<file path="src/rtl/lane_cal_pkg.sv">
package lane_cal_pkg;
  typedef enum logic [2:0] {
    ST_IDLE,
    ST_LOAD,
    ST_SETTLE,
    ST_MEASURE,
    ST_EVAL,
    ST_PICK
  } cal_state_t;
endpackage

</file>
<file path="src/rtl/lane_sample_select.sv">
module lane_sample_select #(
  parameter int NUM_LANES = 4,
  parameter int SAMPLE_W  = 12,
  parameter int LANE_W    = 2
) (
  input  logic                          clk,
  input  logic                          rst,
  input  logic [LANE_W-1:0]             sel,
  input  logic                          in_valid,
  input  logic [NUM_LANES*SAMPLE_W-1:0] in_data,
  output logic                          out_valid,
  output logic [SAMPLE_W-1:0]           out_data
);
  always_ff @(posedge clk) begin
    if (rst) begin
      out_valid <= 1'b0;
      out_data  <= '0;
    end else begin
      out_valid <= in_valid;
      out_data  <= in_data[sel*SAMPLE_W +: SAMPLE_W];
    end
  end
endmodule

</file>
<file path="src/rtl/ramp_error_counter.sv">
module ramp_error_counter #(
  parameter int SAMPLE_W = 12,
  parameter int ERR_W    = 8
) (
  input  logic                clk,
  input  logic                rst,
  input  logic                clr,
  input  logic                en,
  input  logic [SAMPLE_W-1:0] sample,
  output logic                clean
);
  localparam logic [ERR_W-1:0] ERR_MAX = '1;

  logic                primed;
  logic [SAMPLE_W-1:0] prev;
  logic [ERR_W-1:0]    errs;
  logic                mismatch;

  assign mismatch = primed && (sample != SAMPLE_W'(prev + 1'b1));
  assign clean    = (errs == '0);

  always_ff @(posedge clk) begin
    if (rst || clr) begin
      primed <= 1'b0;
      prev   <= '0;
      errs   <= '0;
    end else if (en) begin
      primed <= 1'b1;
      prev   <= sample;  // resync to what arrived
      if (mismatch && errs != ERR_MAX) errs <= errs + 1'b1;
    end
  end
endmodule

</file>
<file path="src/rtl/good_run_tracker.sv">
module good_run_tracker #(
  parameter int TAP_W = 5
) (
  input  logic             clk,
  input  logic             rst,
  input  logic             clr,
  input  logic             upd,
  input  logic             ok,
  input  logic [TAP_W-1:0] tap,
  output logic [TAP_W-1:0] best_start,
  output logic [TAP_W:0]   best_len
);
  logic [TAP_W-1:0] cur_start;
  logic [TAP_W:0]   cur_len;
  logic [TAP_W-1:0] run_start;
  logic [TAP_W:0]   run_len;

  assign run_start = (cur_len == '0) ? tap : cur_start;
  assign run_len   = cur_len + 1'b1;

  always_ff @(posedge clk) begin
    if (rst || clr) begin
      cur_start  <= '0;
      cur_len    <= '0;
      best_start <= '0;
      best_len   <= '0;
    end else if (upd) begin
      if (ok) begin
        cur_start <= run_start;
        cur_len   <= run_len;
        if (run_len > best_len) begin  // strict: lower run wins ties
          best_start <= run_start;
          best_len   <= run_len;
        end
      end else begin
        cur_len <= '0;
      end
    end
  end
endmodule

</file>
<file path="src/rtl/lane_skew_calibrator.sv">
module lane_skew_calibrator
  import lane_cal_pkg::*;
#(
  parameter int NUM_LANES = 4,
  parameter int SAMPLE_W  = 12,
  parameter int NUM_TAPS  = 32,
  parameter int SETTLE_W  = 8,
  parameter int WIN_W     = 10,
  parameter int ERR_W     = 8,
  localparam int TAP_W    = (NUM_TAPS > 1) ? $clog2(NUM_TAPS) : 1,
  localparam int LANE_W   = (NUM_LANES > 1) ? $clog2(NUM_LANES) : 1
) (
  input  logic                          clk,
  input  logic                          rst,
  input  logic                          start,
  input  logic [SETTLE_W-1:0]           settle_len,
  input  logic [WIN_W-1:0]              win_len,
  input  logic                          rx_valid,
  input  logic [NUM_LANES*SAMPLE_W-1:0] rx_data,
  output logic [NUM_LANES*TAP_W-1:0]    tap_value,
  output logic                          busy,
  output logic                          done,
  output logic [NUM_LANES-1:0]          fail
);
  localparam logic [TAP_W-1:0]  LAST_TAP  = TAP_W'(NUM_TAPS - 1);
  localparam logic [LANE_W-1:0] LAST_LANE = LANE_W'(NUM_LANES - 1);

  cal_state_t         state;
  logic [LANE_W-1:0]  lane;
  logic [TAP_W-1:0]   tap;
  logic [SETTLE_W-1:0] settle_cnt;
  logic [WIN_W-1:0]   win_cnt;
  logic [TAP_W-1:0]   taps_q [NUM_LANES];

  logic                sel_valid;
  logic [SAMPLE_W-1:0] sel_data;
  logic                chk_clean;
  logic                chk_en;
  logic [TAP_W-1:0]    best_start;
  logic [TAP_W:0]      best_len;
  logic [TAP_W-1:0]    mid_tap;

  assign chk_en  = (state == ST_MEASURE) && sel_valid;
  assign mid_tap = best_start + TAP_W'((best_len - 1'b1) >> 1);

  lane_sample_select #(
    .NUM_LANES(NUM_LANES), .SAMPLE_W(SAMPLE_W), .LANE_W(LANE_W)
  ) u_select (
    .clk(clk), .rst(rst), .sel(lane), .in_valid(rx_valid), .in_data(rx_data),
    .out_valid(sel_valid), .out_data(sel_data)
  );

  ramp_error_counter #(.SAMPLE_W(SAMPLE_W), .ERR_W(ERR_W)) u_check (
    .clk(clk), .rst(rst), .clr(state != ST_MEASURE), .en(chk_en),
    .sample(sel_data), .clean(chk_clean)
  );

  good_run_tracker #(.TAP_W(TAP_W)) u_runs (
    .clk(clk), .rst(rst),
    .clr((state == ST_IDLE) || (state == ST_PICK)),
    .upd(state == ST_EVAL), .ok(chk_clean), .tap(tap),
    .best_start(best_start), .best_len(best_len)
  );

  generate
    for (genvar i = 0; i < NUM_LANES; i++) begin : g_tap_out
      assign tap_value[i*TAP_W +: TAP_W] = taps_q[i];
    end
  endgenerate

  always_ff @(posedge clk) begin
    if (rst) begin
      state      <= ST_IDLE;
      lane       <= '0;
      tap        <= '0;
      settle_cnt <= '0;
      win_cnt    <= '0;
      busy       <= 1'b0;
      done       <= 1'b0;
      fail       <= '0;
      for (int i = 0; i < NUM_LANES; i++) taps_q[i] <= '0;
    end else begin
      case (state)
        ST_IDLE: begin
          if (start) begin
            busy  <= 1'b1;
            done  <= 1'b0;
            fail  <= '0;
            lane  <= '0;
            state <= ST_LOAD;
          end
        end
        ST_LOAD: begin
          tap          <= '0;
          taps_q[lane] <= '0;
          settle_cnt   <= '0;
          state        <= ST_SETTLE;
        end
        ST_SETTLE: begin
          if (settle_cnt >= settle_len) begin
            win_cnt <= '0;
            state   <= ST_MEASURE;
          end else begin
            settle_cnt <= settle_cnt + 1'b1;
          end
        end
        ST_MEASURE: begin
          if (sel_valid) begin
            if (win_cnt == win_len - 1'b1) state <= ST_EVAL;
            else win_cnt <= win_cnt + 1'b1;
          end
        end
        ST_EVAL: begin
          if (tap == LAST_TAP) begin
            state <= ST_PICK;
          end else begin
            tap          <= tap + 1'b1;
            taps_q[lane] <= tap + 1'b1;
            settle_cnt   <= '0;
            state        <= ST_SETTLE;
          end
        end
        ST_PICK: begin
          if (best_len == '0) begin
            fail[lane]   <= 1'b1;
            taps_q[lane] <= '0;
          end else begin
            taps_q[lane] <= mid_tap;
          end
          if (lane == LAST_LANE) begin
            busy  <= 1'b0;
            done  <= 1'b1;
            state <= ST_IDLE;
          end else begin
            lane  <= lane + 1'b1;
            state <= ST_LOAD;
          end
        end
        default: state <= ST_IDLE;
      endcase
    end
  end
endmodule

</file>
<file path="config.mk">
export PLATFORM = sky130hd
export DESIGN_NAME = lane_skew_calibrator
export DESIGN_NICKNAME = d
export VERILOG_FILES = /design/src/rtl/lane_cal_pkg.sv /design/src/rtl/lane_sample_select.sv /design/src/rtl/ramp_error_counter.sv /design/src/rtl/good_run_tracker.sv /design/src/rtl/lane_skew_calibrator.sv
export SDC_FILE = /design/constraint.sdc
export NUM_CORES = 1
export LEC_CHECK = 0
export BUFFER_PORTS_ARGS = -buffer_cell sky130_fd_sc_hd__clkbuf_2
export CAP_MARGIN = 20
export CORE_MARGIN = 1
export CORE_UTILIZATION = 58
export DETAILED_ROUTE_END_ITERATION = 10
export HOLD_SLACK_MARGIN = 0.08
export PLACE_DENSITY = 0.8
export SLEW_MARGIN = 20
export SYNTH_ARGS = -nofsm -noshare
export SYNTH_HDL_FRONTEND = slang
export SYNTH_SLANG_ARGS = --single-unit
</file>
<file path="constraint.sdc">
create_clock -name clk -period 3.6 [get_ports clk]
set_input_delay 0.72 -clock clk [delete_from_list [all_inputs] [get_ports clk]]
set_output_delay 0.72 -clock clk [all_outputs]
set_load 0.01 [all_outputs]
</file>
# Word-level counts from Yosys, hierarchy flattened
# Memories as Yosys holds them, arrays and structs flattened.
# Cells that the tools add are included.
[classes]
add_sub_neg = 10
mul = 1
magnitude_cmp = 4
eq_ne = 21
shifts = 1
muxes = 55
bitwise = 4
n_reduce_logical = 26
[op_table]
columns = ["operator", "n"]
rows = [
  ["variable part select 48 x 7 -> 12 bit", 1],
  ["2-to-1 mux 10 bit", 3],
  ["2-to-1 mux 5 bit", 6],
  ["2-to-1 mux 1 bit", 24],
  ["one-hot mux 8 bit (3 select lines)", 1],
  ["one-hot mux 10 bit (2 select lines)", 1],
  ["one-hot mux 3 bit (6 select lines)", 1],
  ["adder 8 x 1 -> 8 bit, second input constant", 2],
  ["2-to-1 mux 8 bit", 2],
  ["2-to-1 mux 3 bit", 5],
  ["AND reduction 3 bit", 5],
  ["adder 12 x 1 -> 12 bit, second input constant", 1],
  ["logical NOT 6 bit", 2],
  ["inequality test 12 bit", 1],
  ["inequality test 2 bit, second input constant", 6],
  ["adder 10 x 1 -> 10 bit, second input constant", 1],
  ["equality test 10 bit", 1],
  ["one-hot mux 5 bit (2 select lines)", 1],
  ["subtractor 10 x 1 -> 10 bit, second input constant", 1],
  ["greater-or-equal comparator 8 bit", 1],
  ["logical NOT 8 bit", 1],
  ["2-to-1 mux 4 bit", 2],
  ["inequality test 2 x 1 -> 1 bit, second input constant", 4],
  ["inequality test 8 bit, second input constant", 1],
  ["31 further kinds", 48],
]
[totals]
ff_bits = 90
ramBits = 20
input_bits = 70
output_inout_bits = 26
word_cells = 140
n_memories = 1
[memory_table]
columns = ["memory", "depth", "width", "rd", "rd_ports_with_merged_regs", "write_ports", "line", "text"]
rows = [
  ["taps_q", 4, 5, 4, 0, 4, "lane_skew_calibrator.sv:33", "logic [TAP_W-1:0] taps_q [NUM_LANES];"],
]

# Logic depth before layout (Yosys ltp)
[logic_depth]
depth_word = 10
ltp_mapped = 13
mapped_depth_nobuf = 13

# Hierarchy
# Synthesis repeated with hierarchy kept, for this count alone.
[unflattened]
hier_cells = 710
area_unflattened_um2 = 6521.3
[by_module_without_submodules]
columns = ["mod", "n_inst", "cells_each", "area_each_um2", "seq_area_each_um2"]
rows = [
  ["lane_skew_calibrator", 1, 366, 3236.9, 1281.2],
  ["ramp_error_counter", 1, 151, 1353.8, 420.4],
  ["good_run_tracker", 1, 136, 1268.7, 440.4],
  ["lane_sample_select", 1, 57, 661.9, 260.2],
]

# Worst setup path before layout
# Ideal clock, no wire load.
[synth_path]
path_kind = "input to register"
start = "input port win_len[0]"
end = "register win_cnt[7]"
setup_time_ps = 70
arrival_ps = 2651
t_required_ps = 3530
setup_slack_ps = 880
cell_stages = 10
path_buffers = 1
path_cell_list = "inv_1 ha_1 nor2b_1 a221oi_1 nor4b_1 o41ai_1 a21o_1 clkbuf_1 or3_1 a21oi_1"
[synth_via]
elab_chain_len = 4
[synth_lines]
columns = ["item", "line", "text"]
rows = [
  ["start: declaration", "lane_skew_calibrator.sv:17", "input logic [WIN_W-1:0] win_len,"],
  ["subtractor 10 x 1 -> 10 bit", "lane_skew_calibrator.sv:109", "if (win_cnt == win_len - 1'b1) state <= ST_EVAL;"],
  ["equality test 10 bit", "lane_skew_calibrator.sv:109", ""],
  ["inequality test 2 bit (no line)", "n/a", ""],
  ["AND reduction 4 bit (no line)", "n/a", ""],
  ["end signal: assignment", "lane_skew_calibrator.sv:110", "else win_cnt <= win_cnt + 1'b1;"],
  ["end: declaration", "lane_skew_calibrator.sv:32", "logic [WIN_W-1:0] win_cnt;"],
]
# No other way between the ends.
# A chain may end at the register's enable or synchronous reset.

# Worst setup path after layout
[layout_path]
start = "register u_check.prev[2]"
end = "register u_check.errs[7]"
[layout_via]
elab_chain_len = 5
[layout_lines]
columns = ["item", "line", "text"]
rows = [
  ["start: declaration", "ramp_error_counter.sv:15", "logic [SAMPLE_W-1:0] prev;"],
  ["start signal: assignment", "ramp_error_counter.sv:29", "prev <= sample;"],
  ["adder 12 x 1 -> 12 bit", "ramp_error_counter.sv:19", "assign mismatch = primed && (sample != SAMPLE_W'(prev + 1'b1));"],
  ["inequality test 12 bit", "ramp_error_counter.sv:19", ""],
  ["logical AND 1 bit", "ramp_error_counter.sv:19", ""],
  ["logical AND 1 bit", "ramp_error_counter.sv:30", "if (mismatch && errs != ERR_MAX) errs <= errs + 1'b1;"],
  ["AND reduction 2 bit (no line)", "n/a", ""],
  ["end signal: assignment", "ramp_error_counter.sv:30", ""],
  ["end: declaration", "ramp_error_counter.sv:16", "logic [ERR_W-1:0] errs;"],
]
# No other way between the ends.

==> run metrics <==
outcome completed; setup TNS 0 ns; initial antenna violation count 0; Via density 5.83; asr flop ratio synth 0%; TritonCTS clock tree done; clk slew on worst S/H paths 0.10 ns; hold_buf cts 0; Net Sw Frac 31.9%; Inserted Diodes 0; DR pass1 iterations 5; Remaining DRCs 0; grt ovf 0; Rows 37; Setup Buffers After CTS 0; GRT Util Overall 26.4%; crit end category flip-flop; number of CTS-inserted buffers 9; setup repair after global routing missed its margin false; Post-Route WL 14.1 mm; Worst path top cell family by delay simple AND/OR/NAND/NOR gates; crit path DAT 3.11 ns; via count 5403; vias in the first global route 5283; die height 106 um; number of synthesized flops with an enable pin 20; core box area 10400 um^2; Switch Pwr roughly 0.87 mW; final hold slack 0.458 ns; starting density of the core 60.3%; commonest cells after routing, fill and taps aside nor2_1, clkbuf_2, dfxtp_1; Yosys reg bits 110; crit-path max FO 14; Slew HR 50.1%; worst slew pin tran around 0.74 ns; clock network power share 26.9%; first-pass GRT wire length around 24 mm; Pint 1.86 mW; final slew viol count 0; hpwl dp roughly 11 mm; Logic pwr share 22.4%; largest net degree at the start of global routing 29; YS warnings 0; PostCTS Resize Cnt 0; layout cells sized above 1 19.5%; Setup CP Type flip-flop to flip-flop; fmax 352 MHz; commonest non-fill, non-tap cell in the layout nor2_1; clock insertion delay at the later pin of the skew report 0.39 ns; post-synth cell types 65; max incr delay on CP 0.69 ns; die area 11200 um^2; crit share post-route 79.0%; DRT antenna net count 0; Iteration-0 DRC Markers 268; Final nets between 800 and 900; Final Hold Fails 0; Startpoint Class flip-flop; worst hold start u_runs.cur_start[0]$_SDFFE_PP0P_; per-cell routed wire length 15.2 um; Setup crit start u_check.prev[2]$_SDFFE_PP0P_; Synth top area share between 20% and 30%; leading area contributor after synthesis dfxtp_1; PD cells approximately 390 nW/um^2; Main synth FF type dfxtp_1; RD Place Congestion just under 0.9; worst hold path class flip-flop to flip-flop; Syn Area/Cell 8.96 um^2; Syn Std Cell Area 6260 um^2; Max-cap violations 0; htree depth 3; CTS sink cnt 110; Horiz. Die Dim between 100 and 150 um; Root Driver clkbuf_8; synthesis-to-layout area growth 12.6%; CTS max path bufs 2; Worst EP required 3.86 ns; R2R Path Start u_check.prev[2]$_SDFFE_PP0P_; critical path buffer and inverter count 0; Leak Pwr 2.79 nW; IR Drop Worst-Case VDD 299 uV; Finish-stage setup viols 0; sequential area share after synthesis 38.4%; Seq pwr share 50.7%; Syn Nets 802; Post-Syn Instances 698; critical-path cell list nand3_2 > or3_4 > or4b_1 > a31o_1 > a2111oi_4 > or4_2 > a21oi_2; Crit-path slowest cell a2111oi_4; skew final ~0.018 ns; IO Pins 96; PortBufs 95; Tmin final 2.84 ns; Synth area leaders dfxtp_1, edfxtp_1, ha_1
flip-flops by register name, summed over array words and instances (netlist names), 6 cells and up:
| register | flops |
|---|---|
| taps_q | 20 |
| u_check.prev | 12 |
| u_select.out_data | 12 |
| win_cnt | 10 |
| settle_cnt | 8 |
| u_check.errs | 8 |
| u_runs.best_len | 6 |
| u_runs.cur_len | 6 |
cell type report:
| cell class | instances | area, um^2 |
|---|---|---|
| Multi-Input combinational cell | 523 | 3600 |
| Tap cell | 136 | 170 |
| Inverter | 37 | 139 |
| Fill cell | 849 | 3320 |
| Clock inverter | 6 | 61.3 |
| Clock buffer | 10 | 128 |
| Sequential cell | 110 | 2400 |
| Timing Repair Buffer | 104 | 543 |
metrics by stage:
step           util (%)  setup slack (ns)  total power [mW]  instance area, um^2  instances
2_1_floorplan         -             0.880              1.84                 6260        698
3_3_place_gp       66.0             0.523              2.00                 6850        910
3_5_place_dp       66.1             0.401              2.02                 6860        910
4_1_cts            67.9             0.755              2.75                 7050        926
5_1_grt            67.9             0.577              2.88                 7050        926
6_report           67.9             0.758              2.73                 7050        926
routing by layer:
metal | global-route usage, % | part of all wire, % | vias to the layer above
li1 | - | - | 2658
met1 | 31.1 | 43 | 2620
met2 | 46.8 | 51 | 102
met3 | 5.69 | 3.9 | 23
met4 | 9.62 | 1.6 | 0
met5 | 0 | 0 | -
cell families (layout without fill, tap and decap cells):
| group | Yosys count | after routing | share of synthesized area [%] |
|---|---|---|---|
| flip-flops | 110 | 110 | 38.4 |
| adder cells (fa/ha/maj) | 34 | 34 | 6.92 |
| XOR/XNOR | 44 | 44 | 6.16 |
| AND/OR/NAND/NOR | 296 | 296 | 24.2 |
| AO/OA/AOI/OAI | 111 | 111 | 11.7 |
| multiplexers | 38 | 38 | 8.50 |
| buffers and inverters | 65 | 157 | 4.16 |
power groups by stage:
stage / clock network [mW] / logic [mW] / registers (mW)
after global placement: 0 / 0.588 / 1.41
after CTS: 0.754 / 0.613 / 1.38
after floorplan: 0 / 0.469 / 1.37
final: 0.734 / 0.611 / 1.38
after detailed placement: 0 / 0.608 / 1.41
after global routing: 0.806 / 0.680 / 1.39
path summary, 6_finish.rpt:
path                                            to  slack [ns]  cells past startpoint
hold / removal    u_runs.cur_start[0]$_SDFFE_PP0P_        0.46                      2
setup reg to reg      u_check.errs[7]$_SDFFE_PP0P_        0.76                      7
hold reg to reg   u_runs.cur_start[0]$_SDFFE_PP0P_        0.46                      2
setup / recovery      u_check.errs[7]$_SDFFE_PP0P_        0.76                      7
synthesized netlist by cell type, types with 3 or more instances:
cell	n
xor2_1	21
a21o_1	4
nand3_1	33
inv_1	37
mux2i_1	25
and2_1	4
or4_1	6
buf_1	3
o31ai_1	6
ha_1	33
o21ai_1	3
nand4_1	10
a22oi_1	5
edfxtp_1	20
o211ai_1	9
or3_1	7
and3_1	3
mux4_2	12
xnor2_1	23
a21oi_1	40
and4_1	3
a31oi_1	4
a21oi_2	3
dfxtp_1	90
clkbuf_1	21
nor3b_1	7
nand2_1	46
or4_2	3
nor2b_1	16
nor4_1	4
nor4b_1	4
nand2b_1	16
nor2_1	98
o21ai_0	13
nor3_1	15
or2_2	7
a211oi_1	9
worst register-to-register path: cells and delay by family (launching register included):
kind / cells / cell delay [ns]
AO/OA/AOI/OAI: 3 / 0.97
AND/OR/NAND/NOR: 4 / 1.32
flip-flops: 1 / 0.45
(Power assumes the default switching activity.)
